File: src/rtl/pswl_pkg.sv
package pswl_pkg;

  // prescaler modulus for a select code; 0 marks an unused code
  function automatic int unsigned pre_div(input logic [2:0] code);
    case (code)
      3'd0: return 1;
      3'd1: return 2;
      3'd2: return 3;
      3'd3: return 4;
      3'd4: return 8;
      3'd5: return 16;
      3'd6: return 32;
      default: return 0;
    endcase
  endfunction

  // codes that have a P/P+1 pair
  function automatic logic dm_code_ok(input logic [2:0] code);
    return (code == 3'd1) || (code == 3'd3) || (code == 3'd4) ||
           (code == 3'd5) || (code == 3'd6);
  endfunction

  function automatic logic cfg_bad(input logic dm, input logic [2:0] code,
                                   input int unsigned a, input int unsigned b,
                                   input logic byp);
    logic bad;
    bad = (code == 3'd7);
    if (dm && !dm_code_ok(code)) bad = 1'b1;
    if (byp && a != 0) bad = 1'b1;
    if (!byp && b < 3) bad = 1'b1;
    if (dm && !byp && a >= b) bad = 1'b1;
    return bad;
  endfunction

endpackage

File: src/rtl/pscl_mod.sv
module pscl_mod #(
  parameter int PW = 6
) (
  input  logic          clk,
  input  logic          rst_n,
  input  logic          clr,
  input  logic          run,
  input  logic [PW-1:0] p_val,
  input  logic          swal,
  output logic          tick
);
  logic [PW-1:0] pc;
  logic [PW-1:0] modv;

  assign modv = swal ? p_val + PW'(1) : p_val;
  assign tick = run && (pc == modv - PW'(1));

  always_ff @(posedge clk or negedge rst_n) begin
    if (!rst_n)      pc <= '0;
    else if (clr)    pc <= '0;
    else if (tick)   pc <= '0;
    else if (run)    pc <= pc + PW'(1);
  end

  // prescaler period never runs past its modulus
  p_pc_bound_r1: assert property (@(posedge clk) disable iff (!rst_n)
    (run && !clr) |-> (pc < modv));

endmodule

File: src/rtl/ab_cnt.sv
module ab_cnt #(
  parameter int AW = 6,
  parameter int BW = 13
) (
  input  logic          clk,
  input  logic          rst_n,
  input  logic          clr,
  input  logic          tick,
  input  logic [AW-1:0] a_val,
  input  logic [BW-1:0] b_val,
  output logic          swal,
  output logic          tc
);
  logic [AW-1:0] sw;
  logic [BW-1:0] bc;

  assign swal = (sw < a_val);
  assign tc   = tick && (bc == b_val - BW'(1));

  always_ff @(posedge clk or negedge rst_n) begin
    if (!rst_n) begin
      sw <= '0;
      bc <= '0;
    end else if (clr) begin
      sw <= '0;
      bc <= '0;
    end else if (tick) begin
      bc <= bc + BW'(1);
      if (swal) sw <= sw + AW'(1);
    end
  end

  // swallow count never exceeds A (A = 0 swallows nothing)
  p_swallow_bound_r7: assert property (@(posedge clk) disable iff (!rst_n)
    !clr |-> (sw <= a_val));
  // main count stays inside B
  p_bc_bound_r4: assert property (@(posedge clk) disable iff (!rst_n)
    !clr |-> (bc < b_val));

endmodule

File: src/rtl/pulse_swallow_div.sv
module pulse_swallow_div
  import pswl_pkg::*;
#(
  parameter int AW = 6,
  parameter int BW = 13
) (
  input  logic          clk,
  input  logic          rst_n,
  input  logic          dm_mode,
  input  logic [2:0]    psel,
  input  logic [AW-1:0] a_cnt,
  input  logic [BW-1:0] b_cnt,
  input  logic          b_bypass,
  input  logic          ab_rst,
  input  logic          grp_rst,
  input  logic          sync_in,
  input  logic          sync_en,
  output logic          div_out,
  output logic          cfg_err
);
  localparam int PW = $clog2(32 + 2);

  logic          act_dm;
  logic [PW-1:0] act_p;
  logic [AW-1:0] act_a;
  logic [BW-1:0] act_b;
  logic          err_q;
  logic          out_q;

  logic reload_rst;
  logic reload;
  logic in_bad;
  logic tick;
  logic swal;
  logic tc;

  assign reload_rst = ab_rst | grp_rst | (sync_en & sync_in);
  assign reload     = reload_rst | err_q | tc;
  assign in_bad     = cfg_bad(dm_mode, psel, 32'(a_cnt), 32'(b_cnt), b_bypass);

  // shadow configuration, captured only on reload
  always_ff @(posedge clk or negedge rst_n) begin
    if (!rst_n) begin
      act_dm <= 1'b0;
      act_p  <= PW'(1);
      act_a  <= '0;
      act_b  <= BW'(1);
      err_q  <= 1'b0;
    end else if (reload) begin
      act_dm <= dm_mode;
      act_p  <= PW'(pre_div(psel));
      act_a  <= (dm_mode && !b_bypass) ? a_cnt : '0;
      act_b  <= b_bypass ? BW'(1) : b_cnt;
      err_q  <= in_bad;
    end
  end

  always_ff @(posedge clk or negedge rst_n) begin
    if (!rst_n) out_q <= 1'b0;
    else        out_q <= tc && !reload_rst;
  end

  pscl_mod #(.PW(PW)) u_pscl (
    .clk   (clk),
    .rst_n (rst_n),
    .clr   (reload),
    .run   (!err_q),
    .p_val (act_p),
    .swal  (swal),
    .tick  (tick)
  );

  ab_cnt #(.AW(AW), .BW(BW)) u_ab (
    .clk   (clk),
    .rst_n (rst_n),
    .clr   (reload),
    .tick  (tick),
    .a_val (act_a),
    .b_val (act_b),
    .swal  (swal),
    .tc    (tc)
  );

  assign div_out = out_q;
  assign cfg_err = err_q;

  p_err_quiet_r10: assert property (@(posedge clk) disable iff (!rst_n)
    (err_q && $past(err_q)) |-> !div_out);
  p_rst_quiet_r8: assert property (@(posedge clk) disable iff (!rst_n)
    reload_rst |=> !div_out);
  p_cfg_hold_r11: assert property (@(posedge clk) disable iff (!rst_n)
    !reload |=> ($stable(act_p) && $stable(act_a) && $stable(act_b) && $stable(act_dm)));
  p_width_r12: assert property (@(posedge clk) disable iff (!rst_n)
    (div_out && !(act_p == PW'(1) && act_b == BW'(1))) |=> !div_out);
  p_fd_noswal_r2: assert property (@(posedge clk) disable iff (!rst_n)
    (!act_dm && !reload) |-> !swal);

endmodule

File: config.mk
export PLATFORM = sky130hd
export DESIGN_NAME = pulse_swallow_div
export DESIGN_NICKNAME = d
export VERILOG_FILES = /design/src/rtl/pswl_pkg.sv /design/src/rtl/pscl_mod.sv /design/src/rtl/ab_cnt.sv /design/src/rtl/pulse_swallow_div.sv
export SDC_FILE = /design/constraint.sdc
export NUM_CORES = 1
export LEC_CHECK = 0
export BUFFER_PORTS_ARGS = -buffer_cell sky130_fd_sc_hd__buf_2
export CAP_MARGIN = 10
export CORE_MARGIN = 5
export CORE_UTILIZATION = 50
export DETAILED_ROUTE_END_ITERATION = 8
export PLACE_DENSITY = 0.74
export SLEW_MARGIN = 30
export SYNTH_ARGS = -nofsm -noshare
export SYNTH_HDL_FRONTEND = slang
export SYNTH_SLANG_ARGS = --single-unit
File: constraint.sdc
create_clock -name clk -period 8.35 [get_ports clk]
set_clock_uncertainty 0.05 [all_clocks]
set_input_delay 0.4175 -clock clk [delete_from_list [all_inputs] [get_ports clk]]
set_output_delay 0.4175 -clock clk [all_outputs]
set_load 0.05 [all_outputs]
# Word-level counts from Yosys, hierarchy flattened
# Index checks and enable logic that the tools add are counted.
[totals] register_bits=52 wordCells=69
[classes] n_addsub=6 order_cmp=3 bitwise_logic=5 muxes=16 n_eq_ne=10 reduce_logical=21
[op_table] operator="2-to-1 mux 6 bit" n=8
[op_table] operator="one-hot mux 6 bit (7 select lines)" n=1
[op_table] operator="2-to-1 mux 13 bit" n=3
[op_table] operator="adder 6 x 1 -> 6 bit, second input constant" n=3
[op_table] operator="adder 13 x 1 -> 13 bit, second input constant" n=1
[op_table] operator="== test 13 bit" n=1
[op_table] operator=">= comparator 6 x 13 -> 1 bit" n=1
[op_table] operator="less-than comparator 13 x 2 -> 1 bit, second input constant" n=1
[op_table] operator="subtractor 13 x 1 -> 13 bit, second input constant" n=1
[op_table] operator="== test 3 bit, second input constant" n=4
[op_table] operator="logical AND 1 bit" n=8
[op_table] operator="== test 3 x 2 -> 1 bit, second input constant" n=2
[op_table] operator="== test 6 bit" n=1
[op_table] operator="less-than comparator 6 bit" n=1
[op_table] operator="nonzero test 6 bit" n=1
[op_table] operator="subtractor 6 x 1 -> 6 bit, second input constant" n=1
[op_table] operator="zero test 1 bit" n=4
[op_table] operator="logical OR 1 bit" n=4
[op_table] operator="2-to-1 mux 1 bit" n=4
[op_table] operator="OR 1 bit" n=4
[op_table] operator="nonzero test 2 bit" n=2
[op_table] operator="== test 3 x 1 -> 1 bit, second input constant" n=1
[op_table] operator="zero test 3 bit" n=1
[op_table] operator="inequality test 3 x 1 -> 1 bit, second input constant" n=1
[op_table] operator="other kinds (2)" n=2

# Longest topological paths before layout
# Gate-level depths: netlist of the first run.
[logic_depth] word_depth=11 depth_mapped=14 depth_no_buf=12

# Hierarchy
# Synthesis of the first run repeated with hierarchy kept, for this count alone.
[hier_totals] hier_cells=372 hier_area_um2=3432.0
[modules_own_cells] mod="ab_cnt" cells_each=157 n_inst=1 seq_area_each_um2=475.5 area_each_um2=1422.6
[modules_own_cells] mod="pulse_swallow_div" cells_each=140 n_inst=1 seq_area_each_um2=678.2 area_each_um2=1340.0
[modules_own_cells] mod="pscl_mod" cells_each=75 n_inst=1 seq_area_each_um2=150.1 area_each_um2=669.4

# Worst setup path before layout of the first run
# Ideal clock, no wire load.
[synth_path] kind="reg2reg" start="register u_ab.sw[3]" end="register u_ab.bc[12]" setup_time_ns=0.073 path_stages_with_launch=13 period_less_slack_ns=3.377 arrival_time_ns=3.254 path_buffers=1 setup_slack_ns=4.973 cell_sequence="dfrtp_1 ha_1 a21o_1 nand3_1 o211ai_2 mux2i_1 a31o_1 a2111o_1 a211oi_4 nand3_2 buf_6 or4_4 a21oi_2"
[synth_between] elab_chain_cells=8 word_cells_on_any_way=9 cone_classes="add/sub: 1; order compare: 1; eq/ne: 1; mux: 2; bitwise: 1; reduce/logical: 3"
[synth_rtl] item="start: declaration" line_no="ab_cnt.sv:14" text="logic [AW-1:0] sw;"
[synth_rtl] item="start signal: assignment" line_no="ab_cnt.sv:29" text="if (swal) sw <= sw + AW'(1);"
[synth_rtl] item="less-than comparator 6 bit (*)" line_no="ab_cnt.sv:17" text="assign swal = (sw < a_val);"
[synth_rtl] item="2-to-1 mux 6 bit (*)" line_no="pscl_mod.sv:15" text="assign modv = swal ? p_val + PW'(1) : p_val;"
[synth_rtl] item="subtractor 6 x 1 -> 6 bit (*)" line_no="pscl_mod.sv:16" text="assign tick = run && (pc == modv - PW'(1));"
[synth_rtl] item="== test 6 bit (*)" line_no="pscl_mod.sv:16"
[synth_rtl] item="logical AND 1 bit (*)" line_no="pscl_mod.sv:16"
[synth_rtl] item="logical AND 1 bit" line_no="ab_cnt.sv:18" text="assign tc = tick && (bc == b_val - BW'(1));"
[synth_rtl] item="OR 1 bit" line_no="pulse_swallow_div.sv:38" text="assign reload = reload_rst | err_q | tc;"
[synth_rtl] item="2-to-1 mux 13 bit or nonzero test 2 bit (tied branches)"
[synth_rtl] item="end signal: assignment" line_no="ab_cnt.sv:28" text="bc <= bc + BW'(1);"
[synth_rtl] item="end: declaration" line_no="ab_cnt.sv:15" text="logic [BW-1:0] bc;"
# Mark *: on every way between the ends. The rest lies on a longest branch, timed or not.
# A chain may end at the register's enable or synchronous reset.

# Worst setup path in the final report of the first run
[layout_path] start="register u_ab.sw[3]" end="register act_p[3]"
[layout_between] elab_chain_cells=7
[layout_rtl] item="less-than comparator 6 bit" line_no="ab_cnt.sv:17"
[layout_rtl] item="2-to-1 mux 6 bit" line_no="pscl_mod.sv:15"
[layout_rtl] item="subtractor 6 x 1 -> 6 bit" line_no="pscl_mod.sv:16"
[layout_rtl] item="== test 6 bit" line_no="pscl_mod.sv:16"
[layout_rtl] item="logical AND 1 bit" line_no="pscl_mod.sv:16"
[layout_rtl] item="logical AND 1 bit" line_no="ab_cnt.sv:18"
[layout_rtl] item="OR 1 bit" line_no="pulse_swallow_div.sv:38"
[layout_rtl] item="end signal: assignment" line_no="pulse_swallow_div.sv:51" text="act_p <= PW'(pre_div(psel));"
[layout_rtl] item="end: declaration" line_no="pulse_swallow_div.sv:24" text="logic [PW-1:0] act_p;"
# No other way between the ends.

==> qor.yml, run 1 <==
worst_setup_path:
  max_stage_delay_ps: 550
  crit_path_end_kind: "flop"
  worstSetupPathType: "reg2reg"
  cp.required_ps: 8500
  critPathSlowestCell: "or4b_1"
  cp_max_fo: 50
  path_depth: 12
  r2r_setup_slack_ps: 4390
  crit_arrival_ps: 4120
  start_kind: "flop"
  cp_top_family: "compound AO/OA/AOI/OAI gates"
  worst-r2r-cell-count: 12
  crit_buf_inv: 1
  crit_chain: "ha_1, a21o_1, nand3_1, o211ai_2, mux2i_1, a31o_1, a2111o_1, a211oi_4, a31oi_4, buf_4, or4b_1, o21ai_0"
die:
  rows: 30
  start_util: 0.511
  fp.dieW_um: 93.1
  ioPinCount: 32
  die-area_sq_mm: 0.00867
  core-area_sq_mm: 0.00676
  die_h_um: 93.1
placed_design:
  portBuffers: 31
  dp_hpwl_mm: 5.79
  place.gp.congestion: 0.855
routing:
  first_pass_iters: 4
  initialDrtViolationCount: 141
  ant_nets: 0
  route.detailed.drc: 0
  wire_per_inst_um: 15.0
  vias: 2908
  finalWirelength_mm: 7.59
  viasPerCell: 5.75
synthesis:
  synthFlopType: "dfrtp_1"
  yosysTopAreaCellShare: 0.362
  synth_top_area_cell: "dfrtp_1"
  synth-seq-area-share: 0.377
  synth_edf_count: 0
  ys_ff_latch: 52
  synth_area_leaders: "dfrtp_1 (36%), xnor2_1 (6.8%), ha_1 (5.8%), nand2_1 (5.5%), o21ai_0 (4.5%)"
  avgSynthCellArea_sq_um: 8.75
  synth_most_common_cell: "nand2_1"
  syn-num-nets: 441
  synth_warnings: 0
  synth_cell_types: 57
  synth_common_cells: "nand2_1 (51), dfrtp_1 (50), o21ai_0 (31), nor2_1 (30), xnor2_1 (27)"
  netlist_instances: 395
  synth_area_sq_mm: 0.00345
  synth-async-reset-ratio: 1.00
timing:
  slew_viol_final: 0
  tns_ps: 0
  slew_headroom: 0.564
  hold_viol: 0
  fmax_ghz: 0.252
  grt_setup_unrepaired: "false"
  setup_viol: 0
  post-route-period-util: 0.475
  whs_ps: 155
  period_minus_slack_ps: 3960
  tightest_slew_ps: 654
clock_network:
  postCtsHoldBufs: 0
  cts_resized: 0
  clk_pin_slew_ps: 90
  clk_path_buf_depth: 2
  post_cts_buffers: 0
  cts_tree: "yes"
  cts_buffers: 5
  insertion_delay_ps: 310
  htree_levels: 2
  cts_root_buffer: "clkbuf_8"
  cts.sinks: 52
power_and_ir_drop:
  p_leak_uw: 0.00157
  ir_drop_mv: 0.0822
  power_density_mw_per_mm2: 139
finish:
  area_growth_pct: 10.0
  diodes: 0
  layout-drive-gt1-share: 0.148
  nets: 471
global_routing:
  grt_pass1_vias: 2845
  antenna_found_initial: 0
  grt_pass1_wl_mm: 13.2
  grt_use_total: 0.185
  grt-ovfl-total: 0
  grt_max_degree: 53
flow_run:
  max_cap_viol_count: 0
run_status:
  status: "complete, no violations"
hold_path:
  hold_path.class: "in2async"
==> worst paths after layout <==
check,from,endpoint
max,u_ab.sw[3]$_DFFE_PN0P_,act_p[3]$_DFFE_PN0N_
min,rst_n,act_b[6]$_DFFE_PN0N_
max reg2reg,u_ab.sw[3]$_DFFE_PN0P_,act_p[3]$_DFFE_PN0N_
min reg2reg,act_a[5]$_DFFE_PN0N_,act_a[5]$_DFFE_PN0N_
max in group asynchronous,rst_n,u_ab.bc[11]$_DFFE_PN0P_
min in group clk,psel[2],act_p[1]$_DFFE_PN0N_
==> registers in the layout (all words and copies together) (netlist names) <==
name and count:
cfg_err 1, act_p 6, u_ab.bc 13, u_ab.sw 6, act_b 13, act_a 6
u_pscl.pc 6, div_out 1
==> stage by stage <==
stage           util  worst slack, ps  total power, uW  instances  area, sq um
6_report       0.562             4390              526        506         3800
5_1_grt        0.562             4130              555        506         3800
4_1_cts        0.561             4320              529        506         3790
3_5_place_dp   0.547             4350              380        498         3690
3_3_place_gp   0.547             4380              376        498         3690
2_1_floorplan      -             4970              346        395         3450
==> cells in the final DEF, fill, tap and decap left out, types with 2 or more instances in the layout <==
cell type and count:
inv_1 21, a31oi_1 2, clkbuf_8 6, nand4_1 9
or3_2 2, nor4_1 5, nor2_1 30, o211a_1 2
buf_2 31, dfrtp_1 50, or4_1 7, xnor2_1 27
nand3_1 19, xor2_1 10, o22ai_1 3, nand3b_1 4
buf_4 3, and3_1 6, o31ai_1 14, mux2i_1 2
a21o_1 5, nand2_1 51, or3_1 2, ha_1 16
a21oi_1 20, nor2b_1 3, dfstp_2 2, nor3_1 4
nand2b_1 8, o21ai_0 31
==> layout make-up <==
class | count | area (sq um)
fillers | 622 | 2960
repair buffers | 34 | 178
flip-flops and latches | 52 | 1300
inverters | 21 | 78.8
well taps | 80 | 100
clock inverters | 1 | 7.51
multi-input cells | 311 | 2050
clock buffers | 7 | 86.3
==> cell families (layout without fill, tap and decap cells) <==
| logic type | Yosys count | after routing | share of synthesized area |
|---|---|---|---|
| and+or+nand+nor | 162 | 162 | 0.242 |
| AOI/OAI and AO/OA | 92 | 92 | 0.177 |
| DFF | 52 | 52 | 0.377 |
| xor gates and xnor gates | 38 | 38 | 0.0985 |
| buffers and inverters | 32 | 63 | 0.0380 |
| adders and majority gates | 16 | 16 | 0.0579 |
| muxes | 3 | 3 | 0.00905 |
==> power breakdown <==
group / leakage, uW / internal [uW] / switching [uW]
clock network: 0.0000445 / 67.5 / 83.5
registers: 0.000698 / 260 / 9.94
logic: 0.000829 / 41.6 / 63.3
total: 0.00157 / 370 / 157
==> metal layers <==
| metal | vias up | wire [um] | GRT usage |
|---|---|---|---|
| met5 | - | 0 | 0 |
| met1 | 1353 | 3620 | 0.260 |
| met2 | 75 | 3540 | 0.299 |
| li1 | 1476 | - | - |
| met3 | 4 | 383 | 0.0298 |
| met4 | 0 | 37 | 0.0464 |
(Power assumes the default switching activity.)
==> run 2: changes to the inputs <==
--- a/config.mk
+++ b/config.mk
@@ -5,6 +5,7 @@
 export SDC_FILE = /design/constraint.sdc
 export NUM_CORES = 1
 export LEC_CHECK = 0
+export ABC_AREA = 1
 export BUFFER_PORTS_ARGS = -buffer_cell sky130_fd_sc_hd__buf_2
 export CAP_MARGIN = 10
 export CORE_MARGIN = 5
==> constraint.sdc (replaced) <==
create_clock -name clk -period 3.9 [get_ports clk]
set_clock_uncertainty 0.05 [all_clocks]
set_input_delay 0.195 -clock clk [delete_from_list [all_inputs] [get_ports clk]]
set_output_delay 0.195 -clock clk [all_outputs]
set_load 0.05 [all_outputs]
==> run 2 against run 1 <==
Net effect:
- largest power group unchanged
- synthesized cell count rose by 37%
- global-route usage rose by 0.97 points
- die area rose by 8.9%
- worst setup slack got worse by 3700 ps
- final cell count rose by 33%
- critical endpoint is now u_pscl.pc[2]$_DFFE_PN0P_
- total power rose by 150%
- sequential share of layout area fell by 3.0 points
- sequential cell count did not move
- sequential power rose by 110%
- design area rose by 9.5%
- synthesized area rose by 10%
==> qor.yml, run 2 <==
power_and_ir_drop:
  pwr-share-seq: 0.444  # was 0.514
  power_frac_clock: 0.345  # was 0.287
  power_density_mw_per_mm2: 311  # was 139 mW/mm^2
  p_leak_uw: 0.00216  # was 0.00157 uW
  power_uw: 1290  # was 526 uW
  ir_drop_mv: 0.158  # was 0.0822 mV
  p_sw_uw: 385  # was 157 uW
  combPwrFrac: 0.211  # was 0.199
  sw_frac_of_total: 0.298  # about the same
  internal_power_uw: 908  # was 370 uW
finish:
  reg.largest.list: "act_b x13, u_ab.bc x13"  # unchanged
  layout-drive-gt1-share: 0.117  # was 0.148
  most-common-layout-cells: "nand2_1 (153), nand3_1 (79), inv_1 (65)"  # was nand2_1 (51), dfrtp_1 (50), o21ai_0 (31), buf_2 (31), nor2_1 (30)
  final_common_cell: "nand2_1"  # unchanged
  area_growth_pct: 9.52  # was 10.0%
  nets: 619  # was 471
  diodes: 0  # unchanged
run_status:
  status: "complete, no violations"  # unchanged
routing:
  first_pass_iters: 5  # was 4
  finalWirelength_mm: 8.92  # was 7.59 mm
  ant_nets: 0  # unchanged
  route.detailed.drc: 0  # unchanged
  viasPerCell: 5.31  # was 5.75
  vias: 3573  # was 2,908
  initialDrtViolationCount: 256  # was 141
  wire_per_inst_um: 13.3  # was 15.0 um
flow_run:
  max_cap_viol_count: 0  # unchanged
die:
  die_h_um: 97.2  # was 93.1 um
  core-area_sq_mm: 0.00733  # was 0.00676 sq mm
  fp.dieW_um: 97.2  # was 93.1 um
  rows: 31  # was 30
  start_util: 0.518  # was 0.511
  die-area_sq_mm: 0.00944  # was 0.00867 sq mm
  ioPinCount: 32  # unchanged
timing:
  slew_headroom: 0.525  # was 0.564
  slew_viol_final: 0  # unchanged
  period_minus_slack_ps: 3240  # was 3960 ps
  tns_ps: 0  # unchanged
  setup_viol: 0  # unchanged
  grt_setup_unrepaired: "false"  # unchanged
  post-route-period-util: 0.831  # was 0.475
  hold_viol: 0  # unchanged
  tightest_slew_ps: 712  # was 654 ps
  fmax_ghz: 0.308  # was 0.252 GHz
global_routing:
  grt_use_total: 0.195  # was 0.185
  antenna_found_initial: 0  # unchanged
  grt_max_degree: 53  # unchanged
  grt_pass1_vias: 3503  # was 2,845
  grt-ovfl-total: 0  # unchanged
  grt_pass1_wl_mm: 15.7  # was 13.2 mm
synthesis:
  synth_warnings: 0  # unchanged
  synthFlopType: "dfrtp_1"  # unchanged
  synth_area_leaders: "dfrtp_1 (33%), nand2_1 (15%), nand3_1 (10%), inv_1 (6.4%), ha_1 (5.3%)"  # was dfrtp_1 (36%), xnor2_1 (6.8%), ha_1 (5.8%), nand2_1 (5.5%), o21ai_0 (4.5%)
  ys_ff_latch: 52  # unchanged
  synth_cell_types: 39  # was 57
  syn-num-nets: 589  # was 441
  yosysTopAreaCellShare: 0.329  # was 0.362
  synth_area_sq_mm: 0.00380  # was 0.00345 sq mm
  synth_common_cells: "nand2_1 (153), nand3_1 (79), inv_1 (65), dfrtp_1 (50), nor2_1 (46)"  # was nand2_1 (51), dfrtp_1 (50), o21ai_0 (31), nor2_1 (30), xnor2_1 (27)
  netlist_instances: 543  # was 395
  synth_top_area_cell: "dfrtp_1"  # unchanged
  synth_edf_count: 0  # unchanged
  synth_most_common_cell: "nand2_1"  # unchanged
  synth-async-reset-ratio: 1.00  # unchanged
  avgSynthCellArea_sq_um: 7.00  # was 8.75 sq um
  synth-seq-area-share: 0.343  # was 0.377
clock_network:
  post_cts_buffers: 0  # unchanged
  postCtsHoldBufs: 1  # was 0
  cts_root_buffer: "clkbuf_8"  # unchanged
  clk_pin_slew_ps: 100  # was 90 ps
  htree_levels: 2  # unchanged
  cts_tree: "yes"  # unchanged
  insertion_delay_ps: 310  # about the same
  cts_resized: 0  # unchanged
  clk_path_buf_depth: 2  # unchanged
  cts.sinks: 52  # unchanged
  cts_buffers: 5  # unchanged
placed_design:
  place.gp.congestion: 0.867  # was 0.855
  dp_hpwl_mm: 6.83  # was 5.79 mm
  portBuffers: 31  # unchanged
worst_setup_path:
  crit_path_end_kind: "flop"  # unchanged
  crit_arrival_ps: 3390  # was 4120 ps
  start_kind: "flop"  # unchanged
  worstSetupPathType: "reg2reg"  # unchanged
  cp.required_ps: 4050  # was 8500 ps
  cp_max_fo: 18  # was 50
hold_path:
  hold_path.class: "in2reg"  # was in2async
==> run 2: cell count changes after synthesis, moves of 10 or more <==
| cell | before | now |
|---|---|---|
| xnor2_1 | 27 | 8 |
| o31ai_1 | 14 | 1 |
| nand2_1 | 51 | 153 |
| inv_1 | 21 | 65 |
| nand3_1 | 19 | 79 |
| o21ai_1 | 0 | 10 |
| xor2_1 | 10 | 21 |
| a21oi_1 | 20 | 7 |
| nor2_1 | 30 | 46 |
| o21ai_0 | 31 | 15 |
==> run 2: path summary, 6_finish.rpt <==
kind	from	end	slack (ps)	cells after the start
max	u_ab.sw[3]$_DFFE_PN0P_	u_pscl.pc[2]$_DFFE_PN0P_	660	18
min	b_cnt[12]	act_b[12]$_DFFE_PN0N_	70	3
max in group asynchronous	rst_n	act_p[3]$_DFFE_PN0N_	2870	3
min in group asynchronous	rst_n	u_ab.bc[1]$_DFFE_PN0P_	490	3
min reg2reg	act_a[0]$_DFFE_PN0N_	act_a[0]$_DFFE_PN0N_	440	2
max reg2reg	u_ab.sw[3]$_DFFE_PN0P_	u_pscl.pc[2]$_DFFE_PN0P_	660	18
==> run 2: cell families after synthesis <==
kind of cell,count (synthesis),synth area share
simple gates,321,0.377
compound gates,42,0.0639
xor+xnor,30,0.0728
buf+inv,82,0.0909
flops,52,0.343
fa+ha+maj,16,0.0527
==> run 2: critical path: stages, from the launching register on <==
cell and delay (ps):
dfrtp_1 450, ha_1 310, nand2_1 60, nand2_1 70, a21oi_4 300, nand2_4 150
nand2_1 150, nand2_2 100, nand2_2 100, nand2_1 70, nand3b_1 80, nand2_1 70
nor2_2 210, nand3_1 160, nand2_1 120, buf_4 240, inv_1 240, o21ai_0 140
a21oi_1 50
==> run 2: per-layer routing <==
layer,share of wire,GRT usage,vias to the layer above
met2,0.47,0.331,99
met3,0.046,0.0273,15
met4,0.023,0.0702,0
met5,0,0,-
li1,-,-,1795
met1,0.46,0.253,1664
==> run 2: power by group through the flow <==
stage / Clock, uW / Combinational (uW) / Sequential (uW)
after floorplan: 0 / 196 / 582
after global placement: 0 / 262 / 583
after detailed placement: 0 / 271 / 584
after CTS: 454 / 273 / 573
after global routing: 473 / 312 / 577
final: 447 / 273 / 574
==> run 2: final cells by class <==
type	count	area [sq um]
fill	717	3170
multi-input combinational	409	2150
sequential	52	1300
inverter	70	263
timing repair buffer	35	188
tap	99	124
clock buffer	6	72.6
clock inverter	2	60.1
==> run 2: metrics by stage <==
stage               hold slack [ps]  std cells   util  area, sq um  worst slack, ps
finish                         73.2        673  0.568         4160              658
global route                   77.5        673  0.568         4160              354
CTS                            66.9        673  0.568         4160              681
detailed placement              308        664  0.548         4020              714
global placement                298        664  0.548         4020              780
floorplan                      -151        543      -         3800             1410
